$ cat config.mk
export PLATFORM = sky130hd
export DESIGN_NAME = tmr8_nibread
export DESIGN_NICKNAME = d
export VERILOG_FILES = /design/src/rtl/tmr_pkg.sv /design/src/rtl/tmr_prescale.sv /design/src/rtl/tmr_count.sv /design/src/rtl/tmr_regs.sv /design/src/rtl/tmr8_nibread.sv
export SDC_FILE = /design/constraint.sdc
export NUM_CORES = 1
export LEC_CHECK = 0
export BUFFER_PORTS_ARGS = -buffer_cell sky130_fd_sc_hd__buf_2
export CAP_MARGIN = 25
export CORE_MARGIN = 2
export CORE_UTILIZATION = 43
export CTS_BUF_LIST = sky130_fd_sc_hd__clkbuf_4 sky130_fd_sc_hd__clkbuf_8
export DETAILED_ROUTE_END_ITERATION = 8
export GPL_TIMING_DRIVEN = 0
export PLACE_DENSITY = 0.7
export SLEW_MARGIN = 40
export SYNTH_ARGS = -nofsm -noshare
export SYNTH_HDL_FRONTEND = slang
export SYNTH_SLANG_ARGS = --single-unit
$ cat constraint.sdc
create_clock -name clk -period 4.7 [get_ports clk]
set_clock_uncertainty 0.2 [all_clocks]
set_input_delay 0 -clock clk [delete_from_list [all_inputs] [get_ports clk]]
set_output_delay 0 -clock clk [all_outputs]
set_load 0.01 [all_outputs]
$ cat src/rtl/tmr_pkg.sv
package tmr_pkg;
   // register addresses on the nibble bus
   typedef enum logic [1:0] {
      ADR_CTRL = 2'd0,
      ADR_LOW  = 2'd1,
      ADR_HIGH = 2'd2,
      ADR_NONE = 2'd3
   } tmr_addr_e;

   // number of prescale choices is fixed at four
   localparam int SEL_W    = 2;
   localparam int SEL_NUM  = 1 << SEL_W;

   // control layout
   localparam int CB_EN    = 0;
   localparam int CB_SEL_L = 1;
   localparam int CB_FLAG  = CB_SEL_L + SEL_W;
   localparam int CTRL_W   = CB_FLAG + 1;
endpackage

$ cat src/rtl/tmr_prescale.sv
module tmr_prescale
   import tmr_pkg::*;
#(
   parameter int DIV_MIN_LOG2 = 10
) (
   input  logic             clk,
   input  logic             rst_n,
   input  logic             run,
   input  logic [SEL_W-1:0] sel,
   output logic             tick
);
   localparam int PRE_W = DIV_MIN_LOG2 + SEL_NUM - 1;

   if (DIV_MIN_LOG2 < 1) begin : g_bad_div
      $error("tmr_prescale: DIV_MIN_LOG2 must be at least 1");
   end

   logic [PRE_W-1:0]   pre_q;
   logic [SEL_NUM-1:0] tick_opt;

   always_ff @(posedge clk) begin
      if (!rst_n)    pre_q <= '0;
      else if (!run) pre_q <= '0;
      else           pre_q <= pre_q + 1'b1;
   end

   // one terminal-count decode per select code
   for (genvar s = 0; s < SEL_NUM; s++) begin : g_opt
      localparam int TW = DIV_MIN_LOG2 + SEL_NUM - 1 - s;
      assign tick_opt[s] = &pre_q[TW-1:0];
   end

   assign tick = run & tick_opt[sel];
endmodule

$ cat src/rtl/tmr_count.sv
module tmr_count #(
   parameter int CNT_W = 8
) (
   input  logic             clk,
   input  logic             rst_n,
   input  logic             run,
   input  logic             tick,
   input  logic             clr_req,
   output logic [CNT_W-1:0] cnt,
   output logic             flag
);
   localparam logic [CNT_W-1:0] PRE_TOP = {{(CNT_W-1){1'b1}}, 1'b0};

   logic hit_top;
   assign hit_top = run & tick & (cnt == PRE_TOP);

   always_ff @(posedge clk) begin
      if (!rst_n)    cnt <= '0;
      else if (!run) cnt <= '0;
      else if (tick) cnt <= cnt + 1'b1;
   end

   // set has priority over a clear on the same edge
   always_ff @(posedge clk) begin
      if (!rst_n)       flag <= 1'b0;
      else if (hit_top) flag <= 1'b1;
      else if (clr_req) flag <= 1'b0;
   end
endmodule

$ cat src/rtl/tmr_regs.sv
module tmr_regs
   import tmr_pkg::*;
#(
   parameter int CNT_W = 8
) (
   input  logic                 clk,
   input  logic                 rst_n,
   input  logic                 bus_wr,
   input  logic                 bus_rd,
   input  logic [1:0]           bus_addr,
   input  logic [CNT_W/2-1:0]   bus_wdata,
   output logic [CNT_W/2-1:0]   bus_rdata,
   input  logic [CNT_W-1:0]     cnt,
   input  logic                 flag,
   output logic                 run,
   output logic [SEL_W-1:0]     sel,
   output logic                 clr_req
);
   localparam int NIB_W = CNT_W / 2;

   logic [NIB_W-1:0] hold_q;
   logic             wr_ctrl;
   logic             rd_low;
   tmr_addr_e        adr;

   assign adr     = tmr_addr_e'(bus_addr);
   assign wr_ctrl = bus_wr & (adr == ADR_CTRL);
   assign rd_low  = bus_rd & (adr == ADR_LOW);
   assign clr_req = wr_ctrl & bus_wdata[CB_FLAG];

   always_ff @(posedge clk) begin
      if (!rst_n) begin
         run <= 1'b0;
         sel <= '0;
      end else if (wr_ctrl) begin
         run <= bus_wdata[CB_EN];
         sel <= bus_wdata[CB_SEL_L +: SEL_W];
      end
   end

   always_ff @(posedge clk) begin
      if (!rst_n)      hold_q <= '0;
      else if (rd_low) hold_q <= cnt[CNT_W-1:NIB_W];
   end

   always_comb begin
      bus_rdata = '0;
      unique case (adr)
         ADR_CTRL: begin
            bus_rdata[CB_EN]             = run;
            bus_rdata[CB_SEL_L +: SEL_W] = sel;
            bus_rdata[CB_FLAG]           = flag;
         end
         ADR_LOW:  bus_rdata = cnt[NIB_W-1:0];
         ADR_HIGH: bus_rdata = hold_q;
         ADR_NONE: bus_rdata = '0;
      endcase
   end
endmodule

$ cat src/rtl/tmr8_nibread.sv
module tmr8_nibread
   import tmr_pkg::*;
#(
   parameter int CNT_W        = 8,
   parameter int DIV_MIN_LOG2 = 10
) (
   input  logic               clk,
   input  logic               rst_n,
   input  logic               bus_wr,
   input  logic               bus_rd,
   input  logic [1:0]         bus_addr,
   input  logic [CNT_W/2-1:0] bus_wdata,
   output logic [CNT_W/2-1:0] bus_rdata
);
   localparam int NIB_W = CNT_W / 2;

   if (CNT_W % 2 != 0) begin : g_bad_even
      $error("tmr8_nibread: CNT_W must be even");
   end
   if (NIB_W < CTRL_W) begin : g_bad_nib
      $error("tmr8_nibread: nibble too narrow for control bits");
   end

   logic             run;
   logic             tick;
   logic             clr_req;
   logic             flag;
   logic [SEL_W-1:0] sel;
   logic [CNT_W-1:0] cnt;

   tmr_prescale #(.DIV_MIN_LOG2(DIV_MIN_LOG2)) u_pre (
      .clk(clk), .rst_n(rst_n), .run(run), .sel(sel), .tick(tick)
   );

   tmr_count #(.CNT_W(CNT_W)) u_cnt (
      .clk(clk), .rst_n(rst_n), .run(run), .tick(tick),
      .clr_req(clr_req), .cnt(cnt), .flag(flag)
   );

   tmr_regs #(.CNT_W(CNT_W)) u_regs (
      .clk(clk), .rst_n(rst_n), .bus_wr(bus_wr), .bus_rd(bus_rd),
      .bus_addr(bus_addr), .bus_wdata(bus_wdata), .bus_rdata(bus_rdata),
      .cnt(cnt), .flag(flag), .run(run), .sel(sel), .clr_req(clr_req)
   );
endmodule

==> key figures, run 1 <==
Run status
  – Status: finished, final reports clean

Timing
  – Hold WS: 0.141 ns
  – Tcrit/Tclk final: 58.4%
  – Max Clk Rate: 0.364 GHz
  – Max_slew headroom: 52.4%
  – Setup TNS: 0 ns
  – Fin. max-slew vios: 0
  – Setup violators final: 0
  – Worst slew pin tran: 0.712 ns
  – Crit path time final: 2.74 ns
  – Final hold violations: 0
  – RSZ-0062 raised after global routing: false

GRT
  – Met1 usage: 24.2%
  – Via count of the first global-routing pass: 1,242
  – Met3 Resource Use GR: 5.12%
  – Initial antenna violation count: 0
  – Total global-route track usage: 19.9%
  – First-pass GRT wire length: 5290 um
  – Gr ovfl total: 0
  – Met2 Track Usage GR: 33.0%
  – Global route hottest layer: met2
  – Largest net degree at the start of global routing: 11

Power and ir drop
  – Peak VDD IR: 0.162 mV
  – Power per cell area: 259 mW/mm2
  – P_leak: 0.573 nW

Route
  – Post-route DRC violation count: 0
  – Avg Vias per Cell: 5.35
  – ANT nets after route: 0
  – Initial DRC Count: 36
  – Total Routed Length: 3080 um
  – Routed WL per cell: 12.8 um
  – Vias: 1,284
  – 1st-pass router iterations: 4

Clock network
  – Post-CTS Setup Inserts: 0
  – CTS tree: yes
  – Num CTS Buffers: 5
  – Clock Tree Root: clkbuf_4
  – CTS Sinks: 29
  – Cts hold-fix bufs: 16
  – CTS H-tree lvls: 2
  – Post-CTS sizing: 0
  – Clock buffer depth: 2
  – CTS clk-pin slew, worst paths: 0.09 ns
  – Latest clock arrival within the worst-skew pair: 0.34 ns

Placement
  – HPWL Detailed: 2170 um
  – IO Port Bufs: 11
  – Final RePlAce weighted congestion: 0.775

Worst setup path
  – Crit. End Element: flip-flop
  – Data arrival, critical path: 2.78 ns
  – Register-to-Register Path Depth: 6
  – Max incr delay on CP: 0.63 ns
  – Crit path cell chain: clkbuf_1, nor3b_1, nand2_1, dlygate4sd3_1, nand3_1, dlygate4sd3_1, o41ai_1, dlygate4sd3_1
  – Crit Path Class: in2reg
  – Worst EP required: 4.74 ns
  – Crit path max fanout: 6
  – Startpoint Class: input pin
  – Critical path's slowest cell: nor3b_1
  – Most frequent CP cell: dlygate4sd3_1

Worst hold path
  – Worst hold path cell count: 5
  – Hold Path Class: in2reg

Logic synthesis
  – FF+latch count, synth: 29
  – Post-Syn Instances: 161
  – Cell variety after synth: 33
  – YS warnings: 0
  – Seq/Total Area, Yosys: 42.0%
  – Synthesized net count: 174
  – Syn Area/Cell: 8.60 um2
  – Synth Cell Area: 0.00138 mm2

Final layout
  – Filler cell count: 297
  – Fraction of layout cells with a size suffix above 1: 13.3%
  – Net count, final: 208
  – Commonest non-fill, non-tap cell in the layout: dfxtp_1
  – Ant. Diodes: 0
  – Commonest cells after routing, fill and taps aside: dfxtp_1, nand2_1, dlygate4sd3_1, nand3_1, buf_2
  – Area Overhead vs Synth: 24.6%
  – Util after Layout: 56.5%

Floorplan
  – Initial Util: 45.3%
  – Core area: 0.00305 mm2
  – Cell Rows: 20
  – # IOs: 14
  – Die area: 0.00369 mm2
  – Die Width: 60.7 um
  – Die Ht: 60.7 um

Flow run
  – Max cap viols: 0
## through the flow
step           setup slack [ns]  std cells  instance area, um2  power (mW)
3_3_place_gp               2.49        216                1490       0.267
3_5_place_dp               2.43        216                1490       0.268
5_1_grt                    1.82        240                1720       0.462
2_1_floorplan              2.59        161                1380       0.262
4_1_cts                    2.08        240                1720       0.451
6_report                   1.96        240                1720       0.446
## metal layers
layer	vias up	share of wire, %
met5	-	0
met4	0	2.5
met3	9	3.8
met2	17	50
met1	615	43
li1	643	-
## worst paths after layout
path	startpoint	endpoint	slack, ns
setup reg to reg	u_pre.pre_q[0]	u_cnt.flag	2.17
hold reg to reg	u_pre.pre_q[0]	u_pre.pre_q[0]	0.27
setup / recovery	bus_addr[1]	u_cnt.flag	1.96
hold / removal	bus_addr[0]	u_regs.hold_q[0]	0.14
## worst max-delay path, delay by kind of cell
kind / cells / cell delay, ns
buffers and inverters: 4 / 1.87
AND/OR/NAND/NOR: 3 / 0.83
AO/OA/AOI/OAI: 1 / 0.07
## cells in the mapped netlist, drive strengths merged
master,count,share of area (%)
dfxtp,29,42
o31ai,3,1.6
mux2i,7,5.1
clkbuf,6,1.6
buf,1,0.36
nor3,1,0.36
nor2b,4,1.8
o41ai,2,1.3
nor4,3,1.4
nor2,11,3.0
nand4,2,2.0
a31o,1,0.63
nand3,12,4.3
xnor2,5,3.2
a21o,2,1.1
inv,5,1.4
a21boi,4,2.2
xor2,3,1.9
or3,6,3.0
o21ai,10,3.6
nand2,19,5.2
nor3b,1,0.54
ha,3,2.7
o21a,2,1.1
or4b,1,0.72
or4,4,2.4
and3,1,0.45
o2111ai,1,0.63
and4,1,0.63
a21oi,11,4.0
## registers in the layout, indices dropped and copies added (netlist names)
| name | count |
|---|---|
| u_pre.pre_q | 13 |
| u_regs.sel | 2 |
| u_cnt.cnt | 8 |
| u_regs.run | 1 |
| u_regs.hold_q | 4 |
| u_cnt.flag | 1 |
## power by group
group	internal, mW	switching [mW]	leakage [nW]
clock	0.0865	0.0893	0.0413
sequential	0.247	0.00133	0.234
combinational	0.0127	0.00963	0.298
total	0.346	0.100	0.573
## cell families after synthesis
| logic type | share of synthesized area [%] |
|---|---|
| mux | 5.06 |
| simple gates | 25.8 |
| flops | 42.0 |
| fa+ha+maj | 2.71 |
| buf+inv | 3.35 |
| xor+xnor | 5.06 |
| compound gates | 16.1 |
## layout make-up
class	instances	area [um2]	share of cell area, %
Tap cell	44	55.1	3.19
Clock inverter	1	5.00	0.290
Sequential cell	29	581	33.7
Buffer	7	27.5	1.60
Clock buffer	7	65.1	3.77
Inverter	5	18.8	1.09
Timing Repair Buffer	27	215	12.5
Multi-Input combinational cell	120	757	43.9
Power figures use the tool's default switching activity.
==> inputs of run 2 (changes only) <==
==> constraint.sdc (replaced) <==
create_clock -name clk -period 2.6 [get_ports clk]
set_clock_uncertainty 0.2 [all_clocks]
set_input_delay 0 -clock clk [delete_from_list [all_inputs] [get_ports clk]]
set_output_delay 0 -clock clk [all_outputs]
set_load 0.01 [all_outputs]
==> run 2 against run 1 <==
Effect of this change: clock power up 81%; critical path depth down 2; worst hold slack about the same; count of clock-buffer cells in the layout unchanged; non-clock buffer count down 1; via count down 0.16%; total power up 81%; highest routed layer unchanged.
==> key figures, run 2 (same netlist as run 1, synthesis figures left out) <==
Route
  – Initial DRC Count: 40 (+11%)
  – Routed WL per cell: 12.9 um (+0.65%)
  – Total Routed Length: 3080 um (+0.23%)
  – Post-route DRC violation count: 0 (unchanged)
  – 1st-pass router iterations: 4 (unchanged)
  – Vias: 1,282 (-0.16%)
  – Avg Vias per Cell: 5.36 (+0.26%)
  – ANT nets after route: 0 (unchanged)

GRT
  – Via count of the first global-routing pass: 1,241 (-0.081%)
  – Initial antenna violation count: 0 (unchanged)
  – Met1 usage: 24.4% (+0.16 points)
  – Global route hottest layer: met2
  – Largest net degree at the start of global routing: 11 (unchanged)
  – Met3 Resource Use GR: 5.12% (unchanged)
  – Total global-route track usage: 20.0% (+0.097 points)
  – First-pass GRT wire length: 5310 um (+0.53%)
  – Gr ovfl total: 0 (unchanged)
  – Met2 Track Usage GR: 33.2% (+0.15 points)

Timing
  – Setup TNS: 0 ns (unchanged)
  – Worst slew pin tran: 0.719 ns (+0.00692 ns)
  – Fin. max-slew vios: 0 (unchanged)
  – RSZ-0062 raised after global routing: false
  – Final hold violations: 0 (unchanged)
  – Max Clk Rate: 0.437 GHz
  – Max_slew headroom: 52.0% (-0.46 points)
  – Tcrit/Tclk final: 87.9%
  – Crit path time final: 2.29 ns
  – Setup violators final: 0 (unchanged)

Placement
  – Final RePlAce weighted congestion: 0.775 (unchanged)
  – HPWL Detailed: 2170 um (unchanged)
  – IO Port Bufs: 11 (unchanged)

Clock network
  – CTS tree: yes
  – CTS H-tree lvls: 2 (unchanged)
  – Cts hold-fix bufs: 15 (-1)
  – Clock buffer depth: 2 (unchanged)
  – Latest clock arrival within the worst-skew pair: 0.34 ns (about the same)
  – Post-CTS Setup Inserts: 0 (unchanged)
  – CTS clk-pin slew, worst paths: 0.09 ns (about the same)
  – CTS Sinks: 29 (unchanged)
  – Post-CTS sizing: 0 (unchanged)
  – Num CTS Buffers: 5 (unchanged)
  – Clock Tree Root: clkbuf_4

Worst setup path
  – Crit path max fanout: 9 (+3)
  – Crit Path Class: reg2reg
  – Startpoint Class: flip-flop
  – Data arrival, critical path: 2.36 ns (-0.42 ns)
  – Crit. End Element: flip-flop
  – Worst EP required: 2.67 ns (-2.07 ns)

Power and ir drop
  – Peak VDD IR: 0.294 mV (+81%)
  – Design Power: 0.807 mW (+81%)
  – P_leak: 0.566 nW (-1.2%)
  – Power per cell area: 471 mW/mm2 (+82%)

Final layout
  – Biggest register: u_pre.pre_q
  – Commonest cells after routing, fill and taps aside: dfxtp_1, nand2_1, dlygate4sd3_1, nand3_1, buf_2
  – Number of flip-flops in the largest register: 13 (unchanged)
  – Storage cell area: 581 um2 (unchanged)
  – Fraction of layout cells with a size suffix above 1: 13.3% (+0.068 points)
  – Ant. Diodes: 0 (unchanged)
  – Filler cell count: 296 (-0.34%)
  – Biggest regs: u_pre.pre_q: 13 flops, u_cnt.cnt: 8 flops, u_regs.hold_q: 4 flops
  – Commonest non-fill, non-tap cell in the layout: dfxtp_1
  – Net count, final: 207 (-0.48%)
  – Multi-input logic area: 757 um2 (unchanged)
  – Area Overhead vs Synth: 23.9%

Floorplan
  – Die Width: 60.7 um (unchanged)
  – Die Ht: 60.7 um (unchanged)
  – Cell Rows: 20 (unchanged)
  – Core area: 0.00305 mm2 (unchanged)
  – Initial Util: 45.3% (unchanged)
  – Die area: 0.00369 mm2 (unchanged)
  – # IOs: 14 (unchanged)

Run status
  – Status: finished, final reports clean

Worst hold path
  – Hold Path Class: in2out

Flow run
  – Max cap viols: 0 (unchanged)
[run 2: stage by stage]
stage / util (%) / hold WS, ns / instance area (um2) / setup slack (ns) / instances
2_1_floorplan: - / -0.0700 / 1380 / 0.492 / 161
3_3_place_gp: 48.9 / 0.0544 / 1490 / 0.389 / 216
3_5_place_dp: 48.9 / 0.0636 / 1490 / 0.329 / 216
4_1_cts: 56.1 / 0.128 / 1710 / 0.305 / 239
5_1_grt: 56.1 / 0.163 / 1710 / 0.144 / 239
6_report: 56.1 / 0.141 / 1710 / 0.314 / 239
[run 2: layout make-up]
cell class                 count  area share (%)
clock inverter                 1           0.292
clock buffer                   7            3.80
timing repair buffer          26            12.0
sequential                    29            33.9
tap                           44            3.21
inverter                       5            1.09
buffer                         7            1.61
multi-input combinational    120            44.2
[run 2: final timing paths]
check	end	slack (ns)	cells after the start	from
max	u_cnt.cnt[6]	0.31	6	u_pre.pre_q[0]
min	bus_rdata[0]	0.14	3	bus_addr[0]
max reg2reg	u_cnt.cnt[6]	0.31	6	u_pre.pre_q[0]
min reg2reg	u_pre.pre_q[0]	0.27	1	u_pre.pre_q[0]
[run 2: metal layers]
metal,vias to the layer above,share of wire (%)
met1,611,43
met5,-,0
met2,21,50
met4,0,2.4
met3,9,3.9
li1,641,-
[run 2: power breakdown]
group	internal, mW	switching, mW
clock network	0.156	0.162
logic	0.0229	0.0174
registers	0.446	0.00247
total	0.625	0.182
[run 2: worst max-delay path, cell delays in order (launching register included)]
cell     delay (ns)
dfxtp_1        0.38
ha_1           0.27
nand4_4        0.17
or3_1          0.38
buf_2          0.18
or4_1          0.48
a21oi_1        0.14
==> inputs of run 3 (changes only) <==
--- a/config.mk
+++ b/config.mk
@@ -8,12 +8,14 @@
 export BUFFER_PORTS_ARGS = -buffer_cell sky130_fd_sc_hd__buf_2
 export CAP_MARGIN = 25
 export CORE_MARGIN = 2
-export CORE_UTILIZATION = 43
+export CORE_UTILIZATION = 30
 export CTS_BUF_LIST = sky130_fd_sc_hd__clkbuf_4 sky130_fd_sc_hd__clkbuf_8
 export DETAILED_ROUTE_END_ITERATION = 8
 export GPL_TIMING_DRIVEN = 0
-export PLACE_DENSITY = 0.7
+export PLACE_DENSITY = 0.55
+export SETUP_SLACK_MARGIN = 0.2
 export SLEW_MARGIN = 40
 export SYNTH_ARGS = -nofsm -noshare
 export SYNTH_HDL_FRONTEND = slang
+export SYNTH_HIERARCHICAL = 1
 export SYNTH_SLANG_ARGS = --single-unit
==> run 3 against run 2 <==
Effect of this change: final area is 0.51% lower; setup slack better by 0.039 ns; count of clock-buffer cells in the layout stayed put; sequential share of layout area is 0.17 points higher; flip-flop and latch count stayed put; fmax is 1.8% higher; worst hold slack worse by 0.12 ns; first-iteration DRC count is 60% higher; register-to-register slack better by 0.04 ns; highest routed layer unchanged; critical endpoint is now u_cnt/cnt[7]; clock power is 29% higher.
==> key figures, run 3 <==
Power and ir drop
  – Power per cell area: 528 mW/mm2 (+12%)
  – Design Power: 0.900 mW (+12%)
  – P_leak: 0.609 nW (+7.6%)
  – Peak VDD IR: 0.342 mV (+16%)

Logic synthesis
  – Syn Area/Cell: 9.04 um2 (+5.2%)
  – Synth top area share: 42.8% (+0.85 points)
  – Async SR Flop Fraction: 0% (unchanged)
  – Post-synth EDFFs: 0 (unchanged)
  – FF+latch count, synth: 29 (unchanged)
  – Synth Cell Area: 0.00136 mm2 (-2.0%)
  – Synthesized net count: 163 (-6.3%)
  – Post-Syn Instances: 150 (-6.8%)
  – Most common library cells after synthesis: dfxtp_1, nand2_1, a21oi_1, mux2i_1, nor2_1
  – Yosys top cell by area: dfxtp_1
  – Cell variety after synth: 32 (-3.0%)
  – Count leader, synth: dfxtp_1
  – Synth area leaders: dfxtp_1, mux2i_1, nand2_1
  – Post-synth top flop: dfxtp_1
  – YS warnings: 6 (+6)
  – Seq/Total Area, Yosys: 42.8% (+0.85 points)

Flow run
  – Max cap viols: 0 (unchanged)

Clock network
  – CTS tree: yes
  – Num CTS Buffers: 5 (unchanged)
  – Clock buffer depth: 2 (unchanged)
  – CTS clk-pin slew, worst paths: 0.06 ns (-0.03 ns)
  – Latest clock arrival within the worst-skew pair: 0.28 ns (-0.06 ns)
  – Clock Tree Root: clkbuf_8
  – CTS H-tree lvls: 2 (unchanged)
  – CTS Sinks: 29 (unchanged)

Final layout
  – Ant. Diodes: 0 (unchanged)
  – Area Overhead vs Synth: 25.7%
  – Biggest register: u_pre/pre_q
  – Commonest non-fill, non-tap cell in the layout: dfxtp_1
  – Net count, final: 192 (-7.2%)
  – Biggest regs: u_pre/pre_q: 13 flops, u_cnt/cnt: 8 flops, u_regs/hold_q: 4 flops
  – Fraction of layout cells with a size suffix above 1: 16.1% (+2.8 points)
  – Number of flip-flops in the largest register: 13 (unchanged)
  – Util after Layout: 39.2% (-17 points)
  – Commonest cells after routing, fill and taps aside: dfxtp_1, nand2_1, buf_2, a21oi_1, mux2i_1
  – Filler cell count: 446 (+51%)

Timing
  – Worst slew pin tran: 0.457 ns (-0.262 ns)
  – Setup violators final: 0 (unchanged)
  – Max_slew headroom: 69.6% (+18 points)
  – Setup TNS: 0 ns (unchanged)
  – Max Clk Rate: 0.445 GHz (+1.8%)
  – Crit path time final: 2.25 ns (-0.0393 ns)
  – Tcrit/Tclk final: 86.4% (-1.5 points)
  – Post-route setup slack: 0.353 ns (+0.0393 ns)
  – Final hold violations: 0 (unchanged)
  – RSZ-0062 raised after global routing: false
  – Fin. max-slew vios: 0 (unchanged)

GRT
  – Via count of the first global-routing pass: 1,196 (-3.6%)
  – Gr ovfl total: 0 (unchanged)
  – Total global-route track usage: 13.2% (-6.8 points)
  – First-pass GRT wire length: 5160 um (-2.9%)
  – Largest net degree at the start of global routing: 11 (unchanged)
  – Initial antenna violation count: 0 (unchanged)

Placement
  – HPWL Detailed: 2110 um (-2.5%)
  – Final RePlAce weighted congestion: 0.741 (-4.4%)
  – Pre-CTS WS: 0.308 ns (-0.0209 ns)
  – IO Port Bufs: 12 (+1)

Route
  – Total Routed Length: 3070 um (-0.55%)
  – Vias: 1,191 (-7.1%)
  – ANT nets after route: 0 (unchanged)
  – Post-route DRC violation count: 0 (unchanged)
  – Initial DRC Count: 64 (+60%)
  – Routed WL per cell: 13.2 um (+2.4%)
  – 1st-pass router iterations: 4 (unchanged)
  – Avg Vias per Cell: 5.13 (-4.3%)

Floorplan
  – Die Width: 71.2 um (+17%)
  – Die Ht: 71.2 um (+17%)
  – Initial Util: 31.1% (-14 points)
  – Die area: 0.00508 mm2 (+38%)
  – Core area: 0.00435 mm2 (+43%)
  – # IOs: 14 (unchanged)
  – Cell Rows: 24 (+20%)

Worst setup path
  – Crit. End Element: flip-flop
  – Critical path's slowest cell: dfxtp_1
  – Worst EP required: 2.61 ns (-0.06 ns)
  – Startpoint Class: flip-flop
  – Crit Path Class: reg2reg
  – Crit path cell chain: ha_1, nand3_4, nor4_4, buf_6, nand4_2, or3_1, a21oi_1
  – Register-to-Register Path Depth: 7 (+1)
  – Data arrival, critical path: 2.26 ns (-0.10 ns)
  – Crit path max fanout: 10 (+1)
  – Max incr delay on CP: 0.39 ns (-0.09 ns)

Run status
  – Status: finished, final reports clean

Worst hold path
  – Hold Path Class: in2reg
  – Worst hold path cell count: 4 (+1)
-- run 3: changes by cell type in the layout (fill, tap and decap cells not counted), moves of 4 or more --
cell | previous run | this run
a21boi_0 | 4 | 0
clkbuf_1 | 6 | 1
clkbuf_4 | 5 | 0
clkbuf_8 | 2 | 7
dlygate4sd3_1 | 15 | 10
mux2i_1 | 7 | 11
nand3_1 | 12 | 4
nand4_1 | 1 | 6
o2bb2ai_1 | 0 | 4
or3_1 | 3 | 7
-- run 3: where the power goes --
group	internal [mW]	switching [mW]	leakage [nW]
Sequential	0.446	0.00275	0.234
Clock	0.239	0.173	0.0542
Combinational	0.0214	0.0182	0.321
-- run 3: final cells by class --
| cell class | count | area [um2] | area share (%) |
|---|---|---|---|
| Clock inverter | 1 | 5.00 | 0.293 |
| Inverter | 2 | 7.51 | 0.440 |
| Timing Repair Buffer | 22 | 160 | 9.39 |
| Tap cell | 52 | 65.1 | 3.82 |
| Buffer | 5 | 30.0 | 1.76 |
| Clock buffer | 7 | 96.3 | 5.65 |
| Sequential cell | 29 | 581 | 34.0 |
| Multi-Input combinational cell | 114 | 761 | 44.6 |
-- run 3: metal layers --
metal,GRT usage (%),part of all wire (%),vias up
li1,-,-,603
met1,13.7,42,557
met2,22.3,52,25
met3,5.63,4.2,6
met4,7.34,1.4,0
met5,0,0,-
-- run 3: final timing paths --
kind,startpoint,to,slack (ns)
worst max-delay path,u_pre/pre_q[0],u_cnt/cnt[7],0.35
worst min-delay path,bus_rd,u_regs/hold_q[3],0.02
worst max register to register,u_pre/pre_q[0],u_cnt/cnt[7],0.35
worst min register to register,u_regs/hold_q[0],u_regs/hold_q[0],0.27
-- run 3: worst max-delay path: cells and delay by family, from the launching register on --
kind	cells	cell delay [ns]
DFF	1	0.39
AOI/OAI and AO/OA	1	0.14
buffers and inverters	1	0.18
adders and majority gates	1	0.26
and+or+nand+nor	4	1.01
-- run 3: metrics by stage --
step           hold WS, ns  area, um2  instances
2_1_floorplan       -0.124       1360        150
3_3_place_gp        0.0494       1480        214
3_5_place_dp        0.0573       1480        214
4_1_cts             0.0268       1680        232
5_1_grt             0.0442       1710        232
6_report            0.0237       1710        232
-- run 3: cells by family after synthesis --
| family | share of synthesized area, % |
|---|---|
| multiplexers | 8.12 |
| flip-flops | 42.8 |
| AO/OA/AOI/OAI | 14.2 |
| AND/OR/NAND/NOR | 24.8 |
| adder cells (fa/ha/maj) | 2.77 |
| buffers and inverters | 2.77 |
| XOR/XNOR | 4.52 |
-- run 3: what timing repair did --
item | CTS | global route
endpoints found under the hold margin | 9 | 0
buffers inserted | 0 | 0
resized for setup | 0 | 3
hold buffers | 10 | 0
endpoints found under the setup margin | 0 | 3
